$ cat src/rtl/wide16_bridge.sv
module wide16_bridge #(
  parameter int NREG = 3,
  localparam int IW = (NREG > 1) ? $clog2(NREG) : 1,
  localparam int AW = IW + 1
) (
  input  logic              clk,
  input  logic              rst_n,
  input  logic              bus_rd,
  input  logic              bus_wr,
  input  logic [AW-1:0]     bus_addr,
  input  logic [7:0]        bus_wdata,
  input  logic [NREG*16-1:0] reg_value_i,
  output logic [7:0]        bus_rdata,
  output logic [NREG-1:0]   reg_load_o,
  output logic [15:0]       reg_wdata_o
);
  logic [IW-1:0] sel;
  logic          hi_sel;
  logic          in_range;
  logic [15:0]   live;
  logic [7:0]    temp_q;

  assign sel      = bus_addr[AW-1:1];
  assign hi_sel   = bus_addr[0];
  assign in_range = 32'(sel) < NREG;

  always_comb begin
    live = '0;
    for (int i = 0; i < NREG; i++)
      if (sel == IW'(i)) live = reg_value_i[i*16 +: 16];
  end

  always_ff @(posedge clk) begin
    if (!rst_n)
      temp_q <= '0;
    else if (in_range) begin
      if (bus_wr && hi_sel)
        temp_q <= bus_wdata;
      else if (bus_rd && !bus_wr && !hi_sel)
        temp_q <= live[15:8];
    end
  end

  assign bus_rdata   = !in_range ? 8'h00 : (hi_sel ? temp_q : live[7:0]);
  assign reg_wdata_o = {temp_q, bus_wdata};

  generate
    for (genvar g = 0; g < NREG; g++) begin : g_load
      assign reg_load_o[g] = bus_wr && !hi_sel && (sel == IW'(g));
    end
  endgenerate
endmodule

$ cat config.mk
export PLATFORM = sky130hd
export DESIGN_NAME = wide16_bridge
export DESIGN_NICKNAME = d
export VERILOG_FILES = /design/src/rtl/wide16_bridge.sv
export SDC_FILE = /design/constraint.sdc
export NUM_CORES = 1
export LEC_CHECK = 0
export ABC_AREA = 1
export BUFFER_PORTS_ARGS = -buffer_cell sky130_fd_sc_hd__buf_4
export CAP_MARGIN = 20
export CORE_MARGIN = 4
export CORE_UTILIZATION = 35
export DETAILED_ROUTE_END_ITERATION = 10
export GPL_TIMING_DRIVEN = 1
export PLACE_DENSITY = 0.77
export SLEW_MARGIN = 10
export SYNTH_ARGS = -nofsm -noshare
export SYNTH_HDL_FRONTEND = slang
export SYNTH_SLANG_ARGS = --single-unit
$ cat constraint.sdc
create_clock -name clk -period 1 [get_ports clk]
set_input_delay 0.15 -clock clk [delete_from_list [all_inputs] [get_ports clk]]
set_output_delay 0.15 -clock clk [all_outputs]
set_load 0.1 [all_outputs]
==> flow_summary_export.csv <==
group,metric,value,unit
power,p_clk_share,11.5,%
final_layout,top_register,"temp_q",
timing,setup_slack,-317.6,ps
final_layout,drive_gt1_share,51.48,%
cts,cts-root-buf,"clkbuf_4",
floorplanning,initial_core_util,37.64,%
global_routing,grt_pass1_wl,7603,um
final_layout,top_regs,"temp_q: 8 flops",
global_routing,antenna_found_initial,0,
final_layout,final_cell_mix,"buf_4 (80), nand2_1 (43), nor2_1 (40)",
worst_setup_path,critPathKind,"in2out",
cts,cts_tree,"done",
timing,fin_crit_sh,131.8,%
routing,drt.antenna.violating_nets,0,
power,seq_power_share,15.8,%
final_layout,layout.nets,370,
synth,syn_inst,201,
synth,ys_seq_area_share,15.04,%
timing,rsz0062_at_grt,"yes",
global_routing,grt_pass1_vias,1666,
cts,cts_sinks,8,
synth,ys_seq_elements,8,
final_layout,fill_cells,143,
power,p_per_area,952.0,nW/um^2
cts,h-tree-depth,1,
timing,final_hold_viol_count,0,
final_layout,n_antenna_cell,0,
placed_design,gp_congestion,0.8228,
final_layout,final_cells,336,
timing,fmax,0.7589,GHz
floorplanning,die_w,63.16,um
cts,clock_latency,270,ps
floorplanning,num_io_pins,90,
cts,clockBufferDepth,2,
routing,drc_errors,0,
final_layout,syn2layout_area_growth,131.0,%
worst_setup_path,cpMaxStageDelayCell,"o211ai_1",
timing,slew_headroom,73.84,%
worst_setup_path,r2r-end,"temp_q[5]$_SDFFE_PN0P_",
placed_design,dp_hpwl,3269,um
routing,wire_per_inst,17.54,um
min_path,whs_path_depth,3,
worst_setup_path,cp.arrival,1170,ps
timing,post-route-min-period,1318,ps
floorplanning,coreArea,2829,um^2
run_status,run_status,"complete, but fails checks",
placed_design,pre_cts_ws,-307.0,ps
routing,viasPerCell,5.423,
global_routing,track_usage,23.53,%
synth,synthesis.nets,264,
power,vdd_drop_max,825.8,uV
worst_setup_path,rr_worst_depth,6,
power,switchingPower,1.207,mW
synth,syn_area_per_cell,5.297,um^2
timing,clock_skew,0,ps
worst_setup_path,crit_path_end_kind,"primary output",
routing,wl,5893,um
worst_setup_path,cp_max_fo,9,
global_routing,grt_max_degree,11,
power,p_comb_share,72.7,%
worst_setup_path,timing.critical_path.mode_cell,"buf_12",
timing,final-setup-viol-count,16,
worst_setup_path,setup.worst_path.start,"bus_addr[2]",
floorplanning,die_area,3989,um^2
min_path,holdPathEnd,"temp_q[2]$_SDFFE_PN0P_",
cts,clkSlewWorstSetupHoldPaths,50,ps
global_routing,grt_overflow,0,
min_path,hold_class,"in2reg",
run,drv_cap,0,
timing,drv_slew,0,
power,power,2.342,mW
worst_setup_path,cpPeakStageDelay,350,ps
worst_setup_path,crit_chain,"buf_12 > nor2_4 > inv_4 > o211ai_1 > a21oi_4 > buf_12",
synth,yosys_warnings,0,
floorplanning,fp.dieH,63.16,um
placed_design,port_buffers,89,
cts,cts_made_buffers,3,
power,leakage,1.209,nW
routing,drt_pre_antenna_iters,4,
timing,worst_pin_slew,390.7,ps
routing,dr.first_iter.drc_count,215,
power,swShare,51.52,%
worst_setup_path,r2r_slack,-40,ps
synth,ys_types,19,
final_layout,largest_reg_flops,8,
worst_setup_path,cp.required,850,ps
final_layout,layout_commonest_cell,"buf_4",
worst_setup_path,startpoint_type,"input pin",
routing,route.vias.total,1822,
min_path,hp-start,"rst_n",
power,power.internal,1.135,mW
placed_design,placed_cells,323,
synth,synth_area,1065,um^2
run_status,violations,"setup timing",
timing,whs,211.6,ps
floorplanning,rows,19,
worst_setup_path,reg2reg_from,"temp_q[5]$_SDFFE_PN0P_",
[cells in the mapped netlist (all sizes together)]
library cell	n	area, um^2
nand2	49	191.4
a21oi	8	51.30
nor2	43	166.4
nor3	2	10.01
nand3	26	130.1
buf	12	101.3
o211ai	6	45.04
inv	30	112.6
a41oi	1	8.760
o21ai	8	40.04
clkbuf	1	3.750
dfxtp	8	160.2
or2	7	43.79
[routing by layer]
layer	wire length [um]	vias to the layer above	global-route usage, %	part of all wire (%)
met3	497	32	3.730	8.4
met4	293	0	8.540	5.0
met2	2927	133	43.21	50
li1	-	837	-	-
met1	2175	820	27.12	37
met5	0	-	0	0
[stage by stage]
step	setup TNS [ps]	utilization (%)	area (um^2)
global route	-3038	86.95	2460
CTS	-1997	81.82	2315
floorplan	-3665	-	1306
global placement	-3746	70.77	2002
detailed placement	-3971	70.77	2002
finish	-2561	86.95	2460
[logic make-up after synthesis]
group	after synthesis	share of synthesized area [%]
flops	8	15.04
compound gates	23	13.63
simple gates	127	50.88
buf+inv	43	20.45
[worst max path at each step]
stage,endpoint
2_1_floorplan,bus_rdata[6]
3_3_place_gp,bus_rdata[4]
3_5_place_dp,bus_rdata[6]
4_1_cts,bus_rdata[6]
5_1_grt,bus_rdata[4]
6_report,bus_rdata[4]
[critical path, delay by kind of cell]
kind            cells  cell delay (ps)
compound gates      2              470
simple gates        1              160
buf+inv             3              390
[area by class of cell]
type | count | area, um^2 | area share [%]
Timing Repair inverter | 1 | 8.758 | 0.3561
Tap cell | 31 | 38.79 | 1.577
Inverter | 30 | 137.6 | 5.595
Timing Repair Buffer | 113 | 1162 | 47.25
Sequential cell | 8 | 190.2 | 7.731
Clock buffer | 3 | 22.52 | 0.9156
Multi-Input combinational cell | 150 | 899.6 | 36.57
[power by group through the flow]
stage          clock network (mW)  logic, mW  registers [mW]
5_1_grt                     0.273       1.77           0.371
2_1_floorplan                   0      0.813           0.531
3_5_place_dp                    0       1.37           0.362
6_report                    0.269       1.70           0.369
4_1_cts                     0.260       1.57           0.359
3_3_place_gp                    0       1.36           0.361
[what timing repair did]
| action | 4_1_cts | 5_1_grt |
|---|---|---|
| endpoints found under the setup margin | 19 | 26 |
| setup buffers | 2 | 10 |
| pin swaps | 3 | 8 |
| gates resized for setup | 66 | 25 |
| hold buffers | 0 | 0 |
| gates cloned | 1 | 0 |
(Power assumes the default switching activity.)
